### src/rtl/irqd_pkg.sv
package irqd_pkg;
   localparam int unsigned NSRC = 14;
   localparam int unsigned IDW  = $clog2(NSRC);

   // bit position = priority rank (0 most urgent)
   typedef enum logic [IDW-1:0] {
      SRC_RST   = 4'd0,  SRC_MCHK = 4'd1,  SRC_DBG  = 4'd2,  SRC_HDEC = 4'd3,
      SRC_CEXT  = 4'd4,  SRC_WDOG = 4'd5,  SRC_CDB  = 4'd6,  SRC_FIT  = 4'd7,
      SRC_PIT   = 4'd8,  SRC_DEC  = 4'd9,  SRC_EXT  = 4'd10, SRC_DB   = 4'd11,
      SRC_PERF  = 4'd12, SRC_THERM = 4'd13
   } src_e;

   typedef enum logic [2:0] {
      CLR_ALWAYS, CLR_NEVER, CLR_DEC_CFG, CLR_EXT_CFG, CLR_CEXT_CFG
   } clr_pol_e;

   function automatic clr_pol_e clr_policy(int unsigned k);
      case (k)
         int'(SRC_HDEC): return CLR_NEVER;
         int'(SRC_DEC):  return CLR_DEC_CFG;
         int'(SRC_EXT):  return CLR_EXT_CFG;
         int'(SRC_CEXT): return CLR_CEXT_CFG;
         default:        return CLR_ALWAYS;
      endcase
   endfunction
endpackage

### src/rtl/irqd_pend_bank.sv
module irqd_pend_bank #(
   parameter int unsigned N = 14
) (
   input  logic         clk,
   input  logic         rst,
   input  logic [N-1:0] set_i,
   input  logic [N-1:0] clr_i,
   output logic [N-1:0] pend_o
);
   initial begin
      if (N < 2) $error("irqd_pend_bank: N must be at least 2");
   end

   for (genvar k = 0; k < N; k++) begin : g_bit
      logic q;
      always_ff @(posedge clk) begin
         if (rst)           q <= 1'b0;
         else if (set_i[k]) q <= 1'b1;
         else if (clr_i[k]) q <= 1'b0;
      end
      assign pend_o[k] = q;

      // a set always leaves the bit pending next cycle
      p_set_wins_r10: assert property (@(posedge clk) disable iff (rst)
         set_i[k] |=> pend_o[k]);
   end
endmodule

### src/rtl/irqd_prio_pick.sv
module irqd_prio_pick #(
   parameter int unsigned N   = 14,
   parameter int unsigned IDW = $clog2(N)
) (
   input  logic [N-1:0]   req_i,
   output logic           found_o,
   output logic [IDW-1:0] idx_o,
   output logic [N-1:0]   oh_o
);
   initial begin
      if (N < 2) $error("irqd_prio_pick: N must be at least 2");
      if ((1 << IDW) < N) $error("irqd_prio_pick: IDW too narrow");
   end

   // scan from least urgent to most urgent so the lowest index wins
   always_comb begin
      found_o = 1'b0;
      idx_o   = '0;
      for (int i = N - 1; i >= 0; i--) begin
         if (req_i[i]) begin
            found_o = 1'b1;
            idx_o   = IDW'(i);
         end
      end
   end

   for (genvar k = 0; k < N; k++) begin : g_oh
      if (k == 0) begin : g_top
         assign oh_o[k] = req_i[k];
      end else begin : g_rest
         assign oh_o[k] = req_i[k] & ~(|req_i[k-1:0]);
      end
   end
endmodule

### src/rtl/irqd_clr_policy.sv
module irqd_clr_policy
   import irqd_pkg::*;
#(
   parameter int unsigned N = NSRC
) (
   input  logic         accept_i,
   input  logic [N-1:0] pick_oh_i,
   input  logic         dec_autoclr_i,
   input  logic         ext_lvl_i,
   input  logic         cext_lvl_i,
   output logic [N-1:0] clr_o
);
   logic [N-1:0] clearable;

   for (genvar k = 0; k < N; k++) begin : g_pol
      localparam clr_pol_e POL = clr_policy(k);
      if (POL == CLR_ALWAYS) begin : g_always
         assign clearable[k] = 1'b1;
      end else if (POL == CLR_NEVER) begin : g_never
         assign clearable[k] = 1'b0;
      end else if (POL == CLR_DEC_CFG) begin : g_dec
         assign clearable[k] = dec_autoclr_i;
      end else if (POL == CLR_EXT_CFG) begin : g_ext
         assign clearable[k] = ~ext_lvl_i;
      end else begin : g_cext
         assign clearable[k] = ~cext_lvl_i;
      end
   end

   assign clr_o = accept_i ? (pick_oh_i & clearable) : '0;
endmodule

### src/rtl/irq_dispatch_sel.sv
module irq_dispatch_sel
   import irqd_pkg::*;
(
   input  logic            clk,
   input  logic            rst,
   input  logic [NSRC-1:0] irq_set_i,
   input  logic            take_i,
   input  logic            ack_rdy_i,
   input  logic            dec_autoclr_i,
   input  logic            ext_lvl_i,
   input  logic            cext_lvl_i,
   input  logic            hdec_en_i,
   input  logic            ee_i,
   input  logic            hv_i,
   input  logic            pr_i,
   output logic            disp_vld_o,
   output logic [IDW-1:0]  disp_id_o,
   output logic [NSRC-1:0] disp_oh_o,
   output logic            none_pend_o
);
   logic [NSRC-1:0] pend_q, clr_mask, elig, pick_oh;
   logic [IDW-1:0]  pick_idx;
   logic            found, hdec_ok, free, accept;
   logic            vld_q;
   logic [IDW-1:0]  id_q;
   logic [NSRC-1:0] oh_q;

   irqd_pend_bank #(.N(NSRC)) u_bank (
      .clk(clk), .rst(rst), .set_i(irq_set_i), .clr_i(clr_mask), .pend_o(pend_q));

   assign hdec_ok = hdec_en_i & (ee_i | ~hv_i | pr_i);

   always_comb begin
      elig = pend_q;
      elig[SRC_HDEC] = pend_q[SRC_HDEC] & hdec_ok;
   end

   irqd_prio_pick #(.N(NSRC), .IDW(IDW)) u_pick (
      .req_i(elig), .found_o(found), .idx_o(pick_idx), .oh_o(pick_oh));

   assign free   = ~vld_q | ack_rdy_i;
   assign accept = take_i & free & found;

   irqd_clr_policy #(.N(NSRC)) u_pol (
      .accept_i(accept), .pick_oh_i(pick_oh), .dec_autoclr_i(dec_autoclr_i),
      .ext_lvl_i(ext_lvl_i), .cext_lvl_i(cext_lvl_i), .clr_o(clr_mask));

   always_ff @(posedge clk) begin
      if (rst) begin
         vld_q <= 1'b0;
         id_q  <= '0;
         oh_q  <= '0;
      end else if (accept) begin
         vld_q <= 1'b1;
         id_q  <= pick_idx;
         oh_q  <= pick_oh;
      end else if (ack_rdy_i) begin
         vld_q <= 1'b0;
      end
   end

   assign disp_vld_o  = vld_q;
   assign disp_id_o   = id_q;
   assign disp_oh_o   = oh_q;
   assign none_pend_o = ~(|pend_q);

   // held output is stable until acknowledged
   p_hold_r4: assert property (@(posedge clk) disable iff (rst)
      disp_vld_o && !ack_rdy_i |=> disp_vld_o && $stable(disp_id_o));

   // while busy, pending bits only gain set strobes
   p_busy_r3: assert property (@(posedge clk) disable iff (rst)
      disp_vld_o && !ack_rdy_i |=> pend_q == ($past(pend_q) | $past(irq_set_i)));

   // hypervisor decrementer chosen only when gate is open
   p_hdec_gate_r6: assert property (@(posedge clk) disable iff (rst)
      accept && pick_idx == SRC_HDEC |-> hdec_en_i && (ee_i || !hv_i || pr_i));

   // taking the hypervisor decrementer leaves it pending
   p_hdec_keep_r7: assert property (@(posedge clk) disable iff (rst)
      accept && pick_idx == SRC_HDEC |=> pend_q[SRC_HDEC]);

   // one-hot view agrees with the encoded id
   p_oh_r12: assert property (@(posedge clk) disable iff (rst)
      disp_vld_o |-> $countones(disp_oh_o) == 1 && disp_oh_o[disp_id_o]);

   // nothing pending means no later dispatch can start
   p_idle_r11: assert property (@(posedge clk) disable iff (rst)
      none_pend_o && irq_set_i == '0 && !disp_vld_o |=> !disp_vld_o);
endmodule

### config.mk
export PLATFORM = sky130hd
export DESIGN_NAME = irq_dispatch_sel
export DESIGN_NICKNAME = d
export VERILOG_FILES = /design/src/rtl/irqd_pkg.sv /design/src/rtl/irqd_pend_bank.sv /design/src/rtl/irqd_prio_pick.sv /design/src/rtl/irqd_clr_policy.sv /design/src/rtl/irq_dispatch_sel.sv
export SDC_FILE = /design/constraint.sdc
export NUM_CORES = 1
export LEC_CHECK = 0
export BUFFER_PORTS_ARGS = -buffer_cell sky130_fd_sc_hd__buf_2
export CORE_MARGIN = 1
export CORE_UTILIZATION = 50
export DETAILED_ROUTE_END_ITERATION = 8
export PLACE_DENSITY = 0.78
export SETUP_SLACK_MARGIN = 0.05
export SLEW_MARGIN = 20
export SYNTH_ARGS = -nofsm -noshare
export SYNTH_HDL_FRONTEND = slang
export SYNTH_SLANG_ARGS = --single-unit
### constraint.sdc
create_clock -name clk -period 2.6 [get_ports clk]
set_input_delay 0.13 -clock clk [delete_from_list [all_inputs] [get_ports clk]]
set_output_delay 0.13 -clock clk [all_outputs]
set_load 0.005 [all_outputs]
==> results.json, run 1 <==
{
  "arrival_ps": 2430,
  "muxShareOfSynthArea_pct": 0,
  "grtUsageTotal_pct": 22.5,
  "cts_buffers": 5,
  "cts_sinks": 33,
  "place_area_um2": 1720,
  "drive_gt1_share_pct": 28.1,
  "synth-seq-cells": 33,
  "fin_nets": 248,
  "synth.distinct_cells": 43,
  "drc": 6,
  "final_cell_area_um2": 1790,
  "tns_ps": 0,
  "async_reset_ff_share_pct": 0,
  "fmax_mhz": 447,
  "endpoint_kind": "register",
  "synth-xor-area-share_pct": 0,
  "grt_max_degree": 35,
  "tightest_slew_ps": 956,
  "synth-main-ff-cell": "dfxtp_1",
  "clkTransAtPathRegs_ps": 100,
  "slew_headroom_pct": 35.4,
  "synthTopCellsByArea": "dfxtp_1, nor2_1, a21oi_1",
  "synth-simple-area-share_pct": 30.8,
  "fin_worst_skew_ps": 11.4,
  "syn_area_um2": 1520,
  "grt_pass1_vias": 1316,
  "status": "complete, but fails checks",
  "synth_fp_nets": 205,
  "ir_worst_vdd_uv": 427,
  "diodes": 0,
  "syn_area_per_cell_um2": 8.45,
  "drv_slew": 0,
  "p_switching_mw": 0.276,
  "antenna_found_initial": 0,
  "synth_most_common_cell": "dfxtp_1",
  "dieArea_um2": 3270,
  "portBuffers": 44,
  "period_share_pct": 86.1,
  "critical_path_class": "register to register",
  "hpwl_mm": 2.36,
  "synth-warning-count": 0,
  "h-tree-depth": 2,
  "ys_seq_area_share_pct": 43.4,
  "drt_iter0_drc": 79,
  "period_needed_ps": 2240,
  "max-clock-path-buffers": 2,
  "wl_per_cell_um": 13.0,
  "worstSkewPairLatency_ps": 340,
  "vias_per_cell": 5.68,
  "synth_top_family_by_area": "simple AND/OR/NAND/NOR gates",
  "setup_viol": 0,
  "hold_path.class": "primary input to register",
  "firstDrtPassIters": 8,
  "yosys.area.top_type": "dfxtp_1",
  "powerDensity_nw_per_um2": 547,
  "cp_max_fo": 12,
  "p_int_mw": 0.704,
  "critPathLaunchType": "register",
  "wirelength_mm": 3.31,
  "switching_share_pct": 28.2,
  "ant_nets": 0,
  "synth_edf_count": 0,
  "cts_tree": "yes",
  "syn_inst": 180,
  "die_h_um": 57.2,
  "synth_fa_ha_area_share_pct": 0,
  "cap_viol_max_count": 0,
  "finalHoldViolCount": 0,
  "die_width_um": 57.2,
  "synth_compound_area_share_pct": 20.6,
  "synthTopCellsByCount": "dfxtp_1, nor2_1, nand2_1, a21oi_1, nor3_1",
  "post-cts-setup-buffers": 0,
  "p_leak_nw": 0.736,
  "area_growth_pct": 17.8,
  "grt_overflow": 0,
  "rsz0062_at_grt": "false",
  "pwr-share-seq_pct": 57.7,
  "cts_root_buf": "clkbuf_4",
  "core-area_um2": 2830,
  "start_util_pct": 53.8,
  "grt_pass1_wl_mm": 5.68,
  "violations": "DRC",
  "power_frac_comb_pct": 15.2,
  "gp_congestion": 0.798,
  "clkPwrFrac_pct": 27.2,
  "vias": 1448,
  "crit_required_ps": 2790,
  "io_pins": 45,
  "fp-row-count": 19,
  "yosysTopAreaCellShare_pct": 43.4
}
-- cell type report --
| cell class | instances | area [um2] |
|---|---|---|
| clock buffers | 8 | 48.8 |
| fillers | 265 | 1040 |
| inverters | 4 | 15.0 |
| multi-input cells | 132 | 782 |
| flip-flops and latches | 33 | 661 |
| well taps | 31 | 38.8 |
| repair buffers | 47 | 248 |
-- registers in the layout, summed over array words and instances (netlist names) --
signal / count
u_bank.g_bit.q: 14
disp_vld_o: 1
disp_id_o: 4
disp_oh_o: 14
-- critical path, stage by stage (launching register included) --
cell and delay [ps]:
dfxtp_1 370, or4_4 600, nor3_4 250, a41oi_1 480
o311ai_0 280, a21oi_1 110
-- stage by stage --
step,instances,hold slack (ps),utilization [%],power (mW),setup WS (ps)
floorplan,180,239,-,0.675,791
global placement,245,322,60.9,0.716,515
detailed placement,245,338,60.9,0.722,413
CTS,255,10.3,63.4,0.990,389
global route,255,25.3,63.4,1.04,139
finish,255,14.4,63.4,0.980,362
-- what timing repair did --
action / in CTS / in global routing
hold buffers: 2 / 0
gates resized for setup: 0 / 0
endpoints found under the hold margin: 2 / 0
-- power groups by stage --
stage	Sequential (mW)	Combinational, mW	Clock, mW
after floorplan	0.562	0.113	0
after global placement	0.574	0.142	0
after detailed placement	0.577	0.146	0
after CTS	0.565	0.149	0.276
after global routing	0.571	0.168	0.297
final	0.565	0.149	0.266
-- cell families (layout without fill, tap and decap cells) --
| group | Yosys count | count (layout) |
|---|---|---|
| AO/OA/AOI/OAI | 44 | 44 |
| buffers and inverters | 15 | 59 |
| flip-flops | 33 | 33 |
| AND/OR/NAND/NOR | 88 | 88 |
-- cell usage in the layout, fill, tap and decap left out, types with 2 or more instances in the layout --
cell type      instances
a211oi_1               4
a21oi_1               14
a21oi_2                3
a311oi_1               3
a32oi_1                2
buf_2                 44
clkbuf_1               3
clkbuf_4               5
dfxtp_1               33
dlygate4sd3_1          2
inv_1                  4
nand2_1               18
nand3_1                5
nand3b_1               4
nor2_1                27
nor2b_1                2
nor3_1                11
nor3_2                 3
nor3b_1                3
nor4_1                 4
nor4_2                 2
o21ai_0                4
o21ai_1                2
or3_1                  2
-- worst paths after layout --
kind | from | end | slack (ps) | cells after the start
worst max-delay path | u_bank.g_bit[11].q | disp_id_o[1] | 360 | 5
worst max register to register | u_bank.g_bit[11].q | disp_id_o[1] | 360 | 5
worst min-delay path | irq_set_i[0] | u_bank.g_bit[0].q | 10 | 3
worst min register to register | disp_oh_o[1] | disp_oh_o[1] | 450 | 2
-- per-layer routing --
| metal | vias up | GRT usage (%) | wire (um) |
|---|---|---|---|
| li1 | 744 | - | - |
| met1 | 659 | 28.3 | 1570 |
| met2 | 37 | 37.0 | 1530 |
| met3 | 8 | 7.03 | 168 |
| met4 | 0 | 7.32 | 36 |
| met5 | - | 0 | 0 |
(Power assumes the default switching activity.)
==> run 2, diff against run 1 <==
--- a/config.mk
+++ b/config.mk
@@ -6,10 +6,12 @@
 export NUM_CORES = 1
 export LEC_CHECK = 0
 export BUFFER_PORTS_ARGS = -buffer_cell sky130_fd_sc_hd__buf_2
-export CORE_MARGIN = 1
-export CORE_UTILIZATION = 50
+export CELL_PAD_IN_SITES_DETAIL_PLACEMENT = 0
+export CELL_PAD_IN_SITES_GLOBAL_PLACEMENT = 2
+export CORE_MARGIN = 3
+export CORE_UTILIZATION = 29
 export DETAILED_ROUTE_END_ITERATION = 8
-export PLACE_DENSITY = 0.78
+export PLACE_DENSITY_LB_ADDON = 0.1
 export SETUP_SLACK_MARGIN = 0.05
 export SLEW_MARGIN = 20
 export SYNTH_ARGS = -nofsm -noshare
==> results.json, run 2 (synthesis gave the netlist of run 1 again) <==
{
  "status": "completed",
  "max-clock-path-buffers": 2,
  "grt_overflow": 0,
  "core-area_um2": 4880,
  "endpoint_kind": "primary output",
  "grt_pass1_vias": 1422,
  "h-tree-depth": 2,
  "grt_pass1_wl_mm": 6.84,
  "drt_iter0_drc": 74,
  "cts_root_buf": "clkbuf_8",
  "fp-row-count": 25,
  "clkPwrFrac_pct": 33.7,
  "p_leak_nw": 0.746,
  "placedCellCount": 282,
  "ir_worst_vdd_uv": 157,
  "hold_path.class": "primary input to register",
  "layout_commonest_cell": "buf_2",
  "die_h_um": 78.4,
  "post-cts-setup-buffers": 0,
  "critPathLaunchType": "register",
  "ctsHoldBuffers": 0,
  "fin_worst_skew_ps": 2.42,
  "setup_viol": 0,
  "area_growth_pct": 22.0,
  "vias_per_cell": 4.99,
  "portBuffers": 44,
  "cts_tree": "yes",
  "tns_ps": 0,
  "arrival_ps": 1940,
  "place_area_um2": 1780,
  "drv_slew": 0,
  "period_share_pct": 79.5,
  "wirelength_mm": 3.97,
  "wl_met1_mm": 1.93,
  "p_int_mw": 0.786,
  "finalHoldViolCount": 0,
  "io_pins": 45,
  "top_layer": "met4",
  "ctsResizeCount": 0,
  "final_cell_mix": "buf_2, dfxtp_1, nor2_1",
  "switching_share_pct": 27.5,
  "powerDensity_nw_per_um2": 584,
  "vias": 1448,
  "period_needed_ps": 2070,
  "cap_viol_max_count": 0,
  "rsz0062_at_grt": "false",
  "crit_required_ps": 2470,
  "stdcell_count": 290,
  "wl_met3_um": 193,
  "start_util_pct": 31.2,
  "diodes": 0,
  "p_switching_mw": 0.298,
  "power_frac_comb_pct": 14.1,
  "fin_nets": 247,
  "drive_gt1_share_pct": 28.7,
  "final_cell_area_um2": 1860,
  "fmax_mhz": 484,
  "grtUsageTotal_pct": 14.0,
  "drc": 0,
  "clkTransAtPathRegs_ps": 60,
  "critical_path_class": "register to primary output",
  "dr_wl_met2_mm": 1.83,
  "grt_max_degree": 35,
  "firstDrtPassIters": 7,
  "hpwl_mm": 2.83,
  "tightest_slew_ps": 670,
  "cp_max_fo": 6,
  "antenna_found_initial": 0,
  "slew_headroom_pct": 55.4,
  "worstSkewPairLatency_ps": 280,
  "hold_slack_ps": 36.8,
  "gp_congestion": 0.824,
  "cts_sinks": 33,
  "cts_buffers": 5,
  "wl_per_cell_um": 13.7,
  "dieArea_um2": 6150,
  "ant_nets": 0,
  "pwr-share-seq_pct": 52.2,
  "die_width_um": 78.4
}
==> run 2: cell count changes in the layout (fill, tap and decap cells not counted), sizes merged <==
cell	change
dlygate4sd3	-2
buf	+1
==> run 2: layer usage <==
metal	vias to the layer above	GRT usage (%)
li1	735	-
met1	670	19.0
met2	41	21.9
met3	2	2.75
met4	0	5.24
met5	-	0
==> run 2: cell type report <==
type                       instances  area, um2
fill                             559       3020
multi-input combinational        132        782
sequential                        33        661
timing repair buffer              46        235
tap                               67       83.8
clock buffer                       8       80.1
inverter                           4       15.0
==> run 2: critical path, cell delays in order (launching register included) <==
cell and delay (ps):
dfxtp_1 350, or4_4 600, nor3_4 260, nand2_1 100, nor3_1 200, buf_2 150
==> run 2: stage by stage <==
step	total power, mW	setup slack [ps]	util [%]
3_3_place_gp	0.726	641	36.4
6_report	1.08	532	38.1
4_1_cts	1.10	535	38.1
3_5_place_dp	0.731	577	36.4
5_1_grt	1.15	390	38.1
2_1_floorplan	0.675	791	-
==> run 2: worst paths after layout <==
| kind | from | to | slack, ps | depth (start not counted) |
|---|---|---|---|---|
| setup / recovery | u_bank.g_bit[11].q | none_pend_o | 530 | 5 |
| hold / removal | dec_autoclr_i | u_bank.g_bit[9].q | 40 | 2 |
| setup reg to reg | u_bank.g_bit[11].q | disp_oh_o[5] | 560 | 5 |
| hold reg to reg | disp_oh_o[5] | disp_oh_o[5] | 450 | 2 |
==> run 2: power groups by stage <==
| stage | clock network (mW) | logic, mW | registers [mW] |
|---|---|---|---|
| CTS | 0.381 | 0.155 | 0.566 |
| detailed placement | 0 | 0.154 | 0.577 |
| floorplan | 0 | 0.113 | 0.562 |
| finish | 0.365 | 0.152 | 0.566 |
| global route | 0.402 | 0.173 | 0.572 |
| global placement | 0 | 0.150 | 0.576 |
==> run 3, diff against run 2 <==
==> constraint.sdc (replaced) <==
create_clock -name clk -period 2 [get_ports clk]
set_input_delay 0.1 -clock clk [delete_from_list [all_inputs] [get_ports clk]]
set_output_delay 0.1 -clock clk [all_outputs]
set_load 0.005 [all_outputs]
==> results.json, run 3 (synthesis gave the netlist of run 1 again) <==
{
  "status": "completed",
  "fmax_mhz": 527,
  "multi_input_area_um2": 817,
  "layout_commonest_cell": "buf_2",
  "cap_viol_max_count": 0,
  "register_area_um2": 661,
  "drt_iter0_drc": 65,
  "wl_met3_um": 246,
  "finalHoldViolCount": 0,
  "ctsHoldBuffers": 0,
  "hold_path.class": "primary input to register",
  "critPathBufInv": 0,
  "ctsResizeCount": 0,
  "tightest_slew_ps": 520,
  "die_width_um": 78.4,
  "die_h_um": 78.4,
  "cts_root_buf": "clkbuf_8",
  "post-cts-setup-buffers": 0,
  "dieArea_um2": 6150,
  "fin_nets": 262,
  "slew_headroom_pct": 65.1,
  "cts_tree": "yes",
  "ant_nets": 0,
  "ir_worst_vdd_uv": 285,
  "wirelength_mm": 4.22,
  "period_share_pct": 94.8,
  "placedCellCount": 297,
  "io_pins": 45,
  "rsz0062_at_grt": "true",
  "p_leak_nw": 0.830,
  "wl_per_cell_um": 13.9,
  "gp_congestion": 0.784,
  "fin_worst_skew_ps": 3.14,
  "core-area_um2": 4880,
  "start_util_pct": 31.2,
  "path_cells": "or4_4, nor3_4, a41o_4, or4_1, a21oi_1",
  "grtUsageTotal_pct": 14.4,
  "cts_sinks": 33,
  "setup_viol": 0,
  "diodes": 0,
  "critical_path_class": "register to register",
  "wl_met1_mm": 1.98,
  "hold_slack_ps": 23.2,
  "cpPeakStageDelay_ps": 580,
  "period_needed_ps": 1900,
  "grt_overflow": 0,
  "grt_max_degree": 26,
  "total_power_mw": 1.47,
  "nFillCells": 534,
  "tns_ps": 0,
  "drc": 0,
  "critPathTopFamily": "simple AND/OR/NAND/NOR gates",
  "setup_ws_ps": 103,
  "endpoint_kind": "register",
  "grt_pass1_wl_mm": 7.06,
  "clkTransAtPathRegs_ps": 60,
  "area_growth_pct": 32.2,
  "crit_required_ps": 2150,
  "vias_per_cell": 4.93,
  "drive_gt1_share_pct": 36.7,
  "stdcell_count": 304,
  "portBuffers": 44,
  "cts_buffers": 5,
  "worstSkewPairLatency_ps": 270,
  "final_cell_mix": "buf_2, dfxtp_1, nor2_1",
  "drv_slew": 0,
  "firstDrtPassIters": 4,
  "slowest_stage": "or4_4",
  "max-clock-path-buffers": 2,
  "vias": 1500,
  "critPathLaunchType": "register",
  "cp_max_fo": 25,
  "powerDensity_nw_per_um2": 732,
  "arrival_ps": 2050,
  "hpwl_mm": 3.14,
  "pre_cts_slack_ps": 86.4,
  "h-tree-depth": 2,
  "grt_pass1_vias": 1473,
  "antenna_found_initial": 0,
  "top_layer": "met4",
  "fp-row-count": 25,
  "dr_wl_met2_mm": 1.98
}
==> run 3: cell types whose count changed in the layout (fill, tap and decap cells not counted), sizes merged <==
cell | previous run | this run
buf | 46 | 61
clkbuf | 8 | 7
==> run 3: where the power goes <==
group          leakage, nW  total, mW  internal, mW  switching (mW)
combinational        0.514      0.254         0.111           0.143
clock               0.0443      0.496         0.273           0.223
sequential           0.271      0.721         0.690          0.0308
==> run 3: worst reg2reg max path, delay by kind of cell, from the launching register on <==
kind            cells  cell delay, ps
compound gates      2             510
flops               1             310
simple gates        3             960
==> run 3: final timing paths <==
| check | depth (start not counted) | end | from | slack (ps) |
|---|---|---|---|---|
| setup reg to reg | 5 | disp_oh_o[5] | u_bank.g_bit[11].q | 100 |
| setup / recovery | 5 | disp_oh_o[5] | u_bank.g_bit[11].q | 100 |
| hold reg to reg | 2 | disp_id_o[1] | disp_id_o[1] | 450 |
| hold / removal | 2 | u_bank.g_bit[9].q | dec_autoclr_i | 20 |
==> run 3: metrics by stage <==
stage | instance area [um2] | util, %
6_report | 2010 | 41.2
5_1_grt | 2010 | 41.2
4_1_cts | 1980 | 40.5
3_5_place_dp | 1890 | 38.7
3_3_place_gp | 1890 | 38.7
2_1_floorplan | 1520 | -
==> run 3: area by class of cell <==
cell class	instances	share of cell area, %
inverter	4	0.747
tap	67	4.17
multi-input combinational	132	40.6
sequential	33	32.9
timing repair buffer	61	17.3
clock buffer	7	4.29
==> run 3: layer usage <==
metal  global-route usage (%)  vias to the layer above
met3                     3.67                        2
met2                     23.5                       41
li1                         -                      767
met1                     18.9                      690
met5                        0                        -
met4                     4.20                        0
